<file path="src/rtl/bfu_pkg.sv">
package bfu_pkg;
  typedef enum logic [2:0] {
    OP_NONE,
    OP_EXT,
    OP_INS,
    OP_INSI,
    OP_INSX,
    OP_FFO
  } bfu_op_e;

  localparam logic [4:0] OPC_EXT  = 5'h0C;
  localparam logic [4:0] OPC_INS  = 5'h0D;
  localparam logic [4:0] OPC_INSI = 5'h0E;
  localparam logic [4:0] OPC_INSX = 5'h0F;
  localparam logic [4:0] OPC_FFO  = 5'h01;
  localparam logic [1:0] SUB_FIELD = 2'b11;
  localparam logic [4:0] SUB_FFO   = 5'h10;

  // flag bit positions inside the condition byte
  localparam int FLG_N = 3;
  localparam int FLG_Z = 2;
  localparam int FLG_V = 1;
  localparam int FLG_C = 0;
endpackage

</file>
<file path="src/rtl/bfu_decode.sv">
module bfu_decode
  import bfu_pkg::*;
(
  input  logic [15:0] instr_i,
  output bfu_op_e     op_o
);
  logic [4:0] opc;
  logic       unused_mid;

  assign opc        = instr_i[15:11];
  assign unused_mid = ^instr_i[10:5];

  always_comb begin
    op_o = OP_NONE;
    if (instr_i[1:0] == SUB_FIELD) begin
      unique case (opc)
        OPC_EXT:  op_o = OP_EXT;
        OPC_INS:  op_o = OP_INS;
        OPC_INSI: op_o = OP_INSI;
        OPC_INSX: op_o = OP_INSX;
        default:  op_o = OP_NONE;
      endcase
    end
    if (opc == OPC_FFO && instr_i[4:0] == SUB_FFO) op_o = OP_FFO;
  end
endmodule

</file>
<file path="src/rtl/bfu_mask_gen.sv">
module bfu_mask_gen #(
  parameter int DATA_W = 16,
  localparam int POS_W = $clog2(DATA_W)
) (
  input  logic [POS_W-1:0]  origin_i,
  input  logic [POS_W-1:0]  len_m1_i,
  output logic [DATA_W-1:0] mask_o
);
  logic [POS_W:0]  span;
  logic [DATA_W:0] ones_ext;

  assign span     = {1'b0, len_m1_i} + (POS_W+1)'(1);
  // one extra bit so a full-width field does not overflow
  assign ones_ext = ((DATA_W+1)'(1) << span) - (DATA_W+1)'(1);
  assign mask_o   = ones_ext[DATA_W-1:0] << origin_i;
endmodule

</file>
<file path="src/rtl/bfu_field_alu.sv">
module bfu_field_alu
  import bfu_pkg::*;
#(
  parameter int DATA_W = 16,
  localparam int POS_W = $clog2(DATA_W)
) (
  input  bfu_op_e           op_i,
  input  logic [DATA_W-1:0] src_i,
  input  logic [DATA_W-1:0] dst_i,
  input  logic [POS_W-1:0]  origin_i,
  input  logic [DATA_W-1:0] mask_i,
  output logic [DATA_W-1:0] res_o
);
  logic [DATA_W-1:0] src_up;
  logic [DATA_W-1:0] ins_bits;

  assign src_up = src_i << origin_i;

  always_comb begin
    unique case (op_i)
      OP_INSI: ins_bits = ~src_up;
      OP_INSX: ins_bits = ~(src_up ^ dst_i);
      default: ins_bits = src_up;
    endcase
  end

  always_comb begin
    if (op_i == OP_EXT) res_o = (src_i & mask_i) >> origin_i;
    else                res_o = (dst_i & ~mask_i) | (ins_bits & mask_i);
  end
endmodule

</file>
<file path="src/rtl/bfu_ffo.sv">
module bfu_ffo #(
  parameter int DATA_W = 16,
  localparam int POS_W = $clog2(DATA_W)
) (
  input  logic [DATA_W-1:0] operand_i,
  output logic [DATA_W-1:0] index_o,
  output logic              zero_o
);
  logic [POS_W-1:0] idx;

  // ascending scan: the last hit is the most significant one
  always_comb begin
    idx = '0;
    for (int i = 0; i < DATA_W; i++) begin
      if (operand_i[i]) idx = POS_W'(i);
    end
  end

  assign index_o = DATA_W'(idx);
  assign zero_o  = (operand_i == '0);
endmodule

</file>
<file path="src/rtl/bitfield_unit.sv">
module bitfield_unit
  import bfu_pkg::*;
#(
  parameter int DATA_W = 16
) (
  input  logic [15:0]       instr_i,
  input  logic [DATA_W-1:0] src_i,
  input  logic [DATA_W-1:0] dst_i,
  input  logic [DATA_W-1:0] ctrl_i,
  input  logic [3:0]        flags_i,
  output logic [DATA_W-1:0] result_o,
  output logic [3:0]        flags_o,
  output logic              op_valid_o
);
  localparam int POS_W = $clog2(DATA_W);

  bfu_op_e           op;
  logic [DATA_W-1:0] mask;
  logic [DATA_W-1:0] field_res;
  logic [DATA_W-1:0] ffo_idx;
  logic              ffo_zero;
  logic              unused_ctrl;

  assign unused_ctrl = ^ctrl_i[DATA_W-1:2*POS_W];

  bfu_decode u_dec (
    .instr_i (instr_i),
    .op_o    (op)
  );

  bfu_mask_gen #(.DATA_W(DATA_W)) u_mask (
    .origin_i (ctrl_i[POS_W-1:0]),
    .len_m1_i (ctrl_i[2*POS_W-1:POS_W]),
    .mask_o   (mask)
  );

  bfu_field_alu #(.DATA_W(DATA_W)) u_alu (
    .op_i     (op),
    .src_i    (src_i),
    .dst_i    (dst_i),
    .origin_i (ctrl_i[POS_W-1:0]),
    .mask_i   (mask),
    .res_o    (field_res)
  );

  bfu_ffo #(.DATA_W(DATA_W)) u_ffo (
    .operand_i (src_i),
    .index_o   (ffo_idx),
    .zero_o    (ffo_zero)
  );

  always_comb begin
    result_o = dst_i;
    flags_o  = flags_i;
    unique case (op)
      OP_NONE: ;
      OP_FFO: begin
        result_o       = ffo_idx;
        flags_o        = '0;
        flags_o[FLG_Z] = (ffo_idx == '0);
        flags_o[FLG_C] = ffo_zero;
      end
      default: begin
        result_o       = field_res;
        flags_o[FLG_N] = field_res[DATA_W-1];
        flags_o[FLG_Z] = (field_res == '0);
        flags_o[FLG_V] = 1'b0;
        flags_o[FLG_C] = flags_i[FLG_C];
      end
    endcase
  end

  assign op_valid_o = (op != OP_NONE);
endmodule

</file>
<file path="config.mk">
export PLATFORM = sky130hd
export DESIGN_NAME = bitfield_unit
export DESIGN_NICKNAME = d
export VERILOG_FILES = /design/src/rtl/bfu_pkg.sv /design/src/rtl/bfu_decode.sv /design/src/rtl/bfu_mask_gen.sv /design/src/rtl/bfu_field_alu.sv /design/src/rtl/bfu_ffo.sv /design/src/rtl/bitfield_unit.sv
export SDC_FILE = /design/constraint.sdc
export NUM_CORES = 1
export LEC_CHECK = 0
export CAP_MARGIN = 10
export CORE_AREA = 2 2 87 89
export DETAILED_ROUTE_END_ITERATION = 10
export DIE_AREA = 0 0 89 91
export DONT_BUFFER_PORTS = 1
export GPL_TIMING_DRIVEN = 0
export PLACE_DENSITY_LB_ADDON = 0.1
export SLEW_MARGIN = 20
export SYNTH_ARGS = -nofsm -noshare
export SYNTH_HDL_FRONTEND = slang
export SYNTH_SLANG_ARGS = --single-unit
export TNS_END_PERCENT = 50
</file>
<file path="constraint.sdc">
create_clock -name vclk -period 7.8
set_input_delay 1.95 -clock vclk [all_inputs]
set_output_delay 1.95 -clock vclk [all_outputs]
set_load 0.1 [all_outputs]
</file>
==> results of run 1 <==
-- area by class of cell --
| class | instances | area [um^2] | share of cell area [%] |
|---|---|---|---|
| multi-input cells | 566 | 4250 | 85.7 |
| repair buffers | 19 | 160 | 3.23 |
| inverters | 24 | 92.6 | 1.87 |
| plain buffers | 65 | 333 | 6.71 |
| well taps | 99 | 124 | 2.50 |
-- per-layer routing --
layer / vias up / global-route usage [%]
met5: - / 0
met4: 0 / 21.5
met3: 199 / 14.2
met2: 686 / 73.1
met1: 2901 / 68.8
li1: 2607 / -
-- kinds of logic after synthesis --
logic type               after synthesis  synth area share [%]
AO/OA/AOI/OAI                        266                  45.7
XOR/XNOR                               1                 0.207
adder cells (fa/ha/maj)                1                 0.296
buffers and inverters                 89                  9.33
multiplexers                          42                  13.8
other                                  1                0.0888
AND/OR/NAND/NOR                      255                  30.5
-- placed cells by master, fill, tap and decap left out, types with 5 or more instances in the layout --
cell	instances
a211oi_1	6
a32oi_1	7
o21ai_2	7
o21ai_0	41
o22ai_1	6
nand2_1	75
inv_1	22
buf_4	23
a21oi_1	51
clkbuf_1	28
a21o_1	5
and3_1	8
o32ai_1	5
o211a_1	7
nand2b_1	6
nor4_1	11
nor2b_1	10
buf_2	20
mux2i_1	19
o21a_1	5
a221oi_1	6
nor3_1	15
and2_1	11
nor2_1	50
nand4_1	7
buf_1	6
nand3_1	20
o211ai_1	15
a31oi_1	10
mux2_2	10
mux4_2	12
-- how the worst max path moves through the flow --
stage                 endpoint  slack, ns  cells after the start
CTS                 flags_o[2]      -0.20                     14
global route        flags_o[2]      -0.39                     15
finish              flags_o[2]      -0.43                     14
global placement    flags_o[2]      -1.26                     14
detailed placement  flags_o[2]      -0.79                     14
floorplan           flags_o[2]      -0.72                     14
-- where the power goes --
part | total, mW | switching [mW] | leakage [nW] | internal (mW)
clock network | 0 | 0 | 0 | 0
logic | 0.401 | 0.266 | 1.78 | 0.135
registers | 0 | 0 | 0 | 0
total | 0.401 | 0.266 | 1.78 | 0.135
-- through the flow --
step	util (%)	power, mW	hold slack (ns)
2_1_floorplan	-	0.254	4.22
3_3_place_gp	61.3	0.321	4.22
3_5_place_dp	61.9	0.327	4.22
4_1_cts	66.7	0.356	4.20
5_1_grt	69.5	0.411	4.22
6_report	69.5	0.401	4.20
-- worst max-delay path: stages --
cell       delay [ns]
or4_4            0.54
ha_4             0.20
buf_12           0.15
or2_4            0.25
o2111ai_4        0.23
o41ai_4          0.14
a221oi_2         0.31
buf_4            0.20
a211oi_2         0.08
nor3_2           0.36
nor3_1           0.11
a211o_1          0.31
or4b_4           0.56
o31ai_4          0.87
-- what timing repair did --
item	in CTS	in global routing
resized for setup	50	32
setup buffers	13	5
pin swaps	18	16
gates cloned	0	1
setup endpoints to repair	11	9
==> metrics.md, run 1 <==
| Metric | Value |
|---|---|
| Post-route DRC violation count | 1 |
| Number of I/O pins | 89 |
| Starting Density | 59.2% |
| DRT Pass-1 Iters | 11 |
| NumNets Final | 745 |
| GR Overflow Total | 0 |
| Slew HR | 26.4% |
| Arrival @ worst endpoint | 6.28 ns |
| DRT antenna net count | 0 |
| Cell variety after synth | 88 |
| Die X | 89 um |
| Row cnt | 31 |
| Largest net degree at the start of global routing | 11 |
| Final Hold Viols | 0 |
| Final worst setup slack | -0.432 ns |
| Min Tclk post-route | 8.23 ns |
| Register Area | 0 um^2 |
| Vias per cell | 8.27 |
| Largest cells by area after synthesis | nand2_1, mux4_2, a21oi_1, o21ai_0, nor2_1 |
| Die ar. | 8100 um^2 |
| Max-cap violations | 0 |
| Wire per inst | 27.8 um |
| GRT Util Overall | 50.3% |
| Worst Setup Path Type | in2out |
| Failing checks | design-rule violations, negative setup slack |
| CP startpoint kind | input port |
| Final setup TNS | -0.432 ns |
| Syn Std Cell Area | 4220 um^2 |
| Data required, critical path | 5.85 ns |
| Layout cell share with drive strength beyond 1 | 22.1% |
| Avg Cell Area, Syn | 6.45 um^2 |
| N_diodes | 0 |
| Core region area | 7140 um^2 |
| WHS Endpoint | result_o[4] |
| Area grow syn2layout | 17.4% |
| Wire length of the first global-routing pass | 31800 um |
| Status | finished, violations left |
| Final setup viols | 1 |
| Met1 WL | 7410 um |
| Pwr per Cell Area | 80.9 nW/um^2 |
| Commonest cells post-synth | nand2_1, nor2_1, a21oi_1, o21ai_0, clkbuf_1 |
| Critical Path Source | ctrl_i[7] |
| Fin. max-slew vios | 0 |
| Seq/Total Area, Yosys | 0% |
| Critical Path Fanout Max | 11 |
| Min-delay src | dst_i[4] |
| Routed via count | 6393 |
| Die height | 91 um |
| Hold Buf Count CTS | 0 |
| DR iter-0 viols | 1053 |
| GP Congestion | 1.11 |
| DR WL met3 | 3780 um |
| CLK BUF | 0 |
| Largest area contributor in the netlist | nand2_1 |
| Worst Max-Slew Pin Slew | 1.10 ns |
| Setup crit end kind | output pin |
| Lkg Pwr | 1.78 nW |
| HPWL Detailed | 15500 um |
| Vias in the first global route | 5808 |
| Yosys top cell area share | 6.93% |
| Worst hold stages | 2 |
| IR Drop Worst-Case VDD | 0.0630 mV |
| Cells after Synth | 655 |
| Initial antenna violation count | 0 |
| Dpl cells | 754 |
| Count leader, synth | nand2_1 |
| Post-place instance area | 4420 um^2 |
| Post-Syn Nets | 724 |
| Design Area, Final | 4960 um^2 |
| Met2 wire length | 8660 um |
| Top sig layer | met4 |
| Yosys warnings | 0 |
| Sequential cell count | 0 |
| Dpl ws | -0.786 ns |
| RSZ-0062 raised after global routing | true |
| Fmax | 0.121 GHz |
| Period utilisation layout | 106% |
| Fill cells | 619 |
| Port Buf Inserts | 0 |
| Non-Filler Instances | 773 |
| Tightest Hold Check Type | in2out |
| Post-Route WL | 21500 um |
(Power assumes the default switching activity.)
==> run 2: changes to the inputs <==
--- a/config.mk
+++ b/config.mk
@@ -6,9 +6,9 @@
 export NUM_CORES = 1
 export LEC_CHECK = 0
 export CAP_MARGIN = 10
-export CORE_AREA = 2 2 87 89
+export CORE_AREA = 2 2 113 115
 export DETAILED_ROUTE_END_ITERATION = 10
-export DIE_AREA = 0 0 89 91
+export DIE_AREA = 0 0 115 117
 export DONT_BUFFER_PORTS = 1
 export GPL_TIMING_DRIVEN = 0
 export PLACE_DENSITY_LB_ADDON = 0.1
==> run 2 against run 1 <==
The run ends with negative setup slack left. First-iteration DRC count shrank 14%. Worst hold slack gained 0.0030 ns. Global-route usage shrank 17 points. Utilization shrank 29 points. Non-clock buffer count grew 1. Final area grew 0.68%. Combinational power shrank 1%. Final cell count grew 6.7%. Routed wire length grew 6.2%. Fmax grew 0.78%. Via count shrank 6.9%. Total power shrank 1.6%.
==> metrics.md, run 2 (synthesis gave the netlist of run 1 again) <==
| Metric | Value |
|---|---|
| Wire per inst | 27.7 um |
| Lkg Pwr | 1.76 nW |
| Max-cap violations | 0 |
| Status | finished, violations left |
| N_diodes | 0 |
| Worst Max-Slew Pin Slew | 1.15 ns |
| Setup crit end kind | output pin |
| Arrival @ worst endpoint | 6.22 ns |
| Period utilisation layout | 105% |
| Post-route DRC violation count | 0 |
| Wire length of the first global-routing pass | 33900 um |
| IR Drop Worst-Case VDD | 0.0327 mV |
| Vias in the first global route | 5629 |
| Final worst setup slack | -0.369 ns |
| Die height | 117 um |
| Core region area | 12300 um^2 |
| Fmax | 0.122 GHz |
| Slew HR | 23.6% |
| Hold Buf Count CTS | 0 |
| RSZ-0062 raised after global routing | true |
| Final Core Density | 40.5% |
| Dpl ws | -0.873 ns |
| Area grow syn2layout | 18.2% |
| DRT Pass-1 Iters | 6 |
| NumNets Final | 746 |
| HPWL Detailed | 17500 um |
| Final setup viols | 2 |
| Die ar. | 13500 um^2 |
| Post-place instance area | 4490 um^2 |
| Design Area, Final | 4990 um^2 |
| DRT antenna net count | 0 |
| Row cnt | 41 |
| Routed via count | 5949 |
| Sequential cell count | 0 |
| Largest net degree at the start of global routing | 11 |
| Post-Route WL | 22800 um |
| Data required, critical path | 5.85 ns |
| Critical Path Fanout Max | 5 |
| Tightest Hold Check Type | in2out |
| Number of I/O pins | 89 |
| Port Buf Inserts | 0 |
| Commonest non-fill, non-tap cell in the layout | nand2_1 |
| CP startpoint kind | input port |
| Failing checks | negative setup slack |
| Commonest cells after routing, fill and taps aside | nand2_1, nor2_1, a21oi_1 |
| Initial antenna violation count | 0 |
| GR Overflow Total | 0 |
| Register Area | 0 um^2 |
| Fin. max-slew vios | 0 |
| Die X | 115 um |
| Vias per cell | 7.21 |
| Pwr per Cell Area | 79.1 nW/um^2 |
| CLK BUF | 0 |
| Starting Density | 34.3% |
| GP Congestion | 0.980 |
| Final Hold Viols | 0 |
| GRT Util Overall | 33.1% |
| DR iter-0 viols | 909 |
| Worst Setup Path Type | in2out |
| Min Tclk post-route | 8.17 ns |
| Final setup TNS | -0.420 ns |
| Layout cell share with drive strength beyond 1 | 22.1% |
-- run 2: cell types whose count changed in the layout (fill, tap and decap cells not counted), sizes merged --
cell and delta:
buf +2, clkbuf -1
-- run 2: worst max-delay path, cell delays in order --
cell and delay [ns]:
or4_4 0.54, ha_4 0.20, buf_6 0.13, or2_4 0.24
a21boi_1 0.16, o31ai_2 0.34, nor2_2 0.10, o311ai_4 0.34
o21a_4 0.19, a2bb2oi_4 0.16, o2111ai_2 0.15, a22o_1 0.26
or4b_4 0.57, o31ai_4 0.87
-- run 2: through the flow --
step	cells	hold WS [ns]	power [mW]
finish	825	4.21	0.395
global route	825	4.22	0.414
CTS	816	4.20	0.361
detailed placement	805	4.23	0.337
global placement	805	4.23	0.334
floorplan	655	4.22	0.254
-- run 2: final cells by class --
type	count	area, um^2
fill	1320	7320
multi-input combinational	566	4240
buffer	65	317
tap	150	188
timing repair buffer	20	154
inverter	24	92.6
-- run 2: final timing paths --
path | from | end | depth (start not counted)
setup / recovery | ctrl_i[5] | flags_o[2] | 14
hold / removal | dst_i[7] | result_o[7] | 2
-- run 2: where the power goes --
part / total, mW / internal (mW) / switching (mW) / leakage [nW]
registers: 0 / 0 / 0 / 0
clock network: 0 / 0 / 0 / 0
logic: 0.395 / 0.133 / 0.262 / 1.76
-- run 2: layer usage --
metal | track usage [%] | up-vias | routed length (um)
met5 | 0 | - | 0
met1 | 43.2 | 2827 | 8820
met4 | 16.4 | 0 | 1410
met3 | 7.47 | 93 | 2590
met2 | 51.7 | 415 | 10000
li1 | - | 2614 | -
-- run 2: timing repair --
action                     CTS  global route
pin swaps                   21            23
buffers inserted            10             9
gates cloned                 1             0
setup endpoints to repair   11             7
resized for setup           43            33
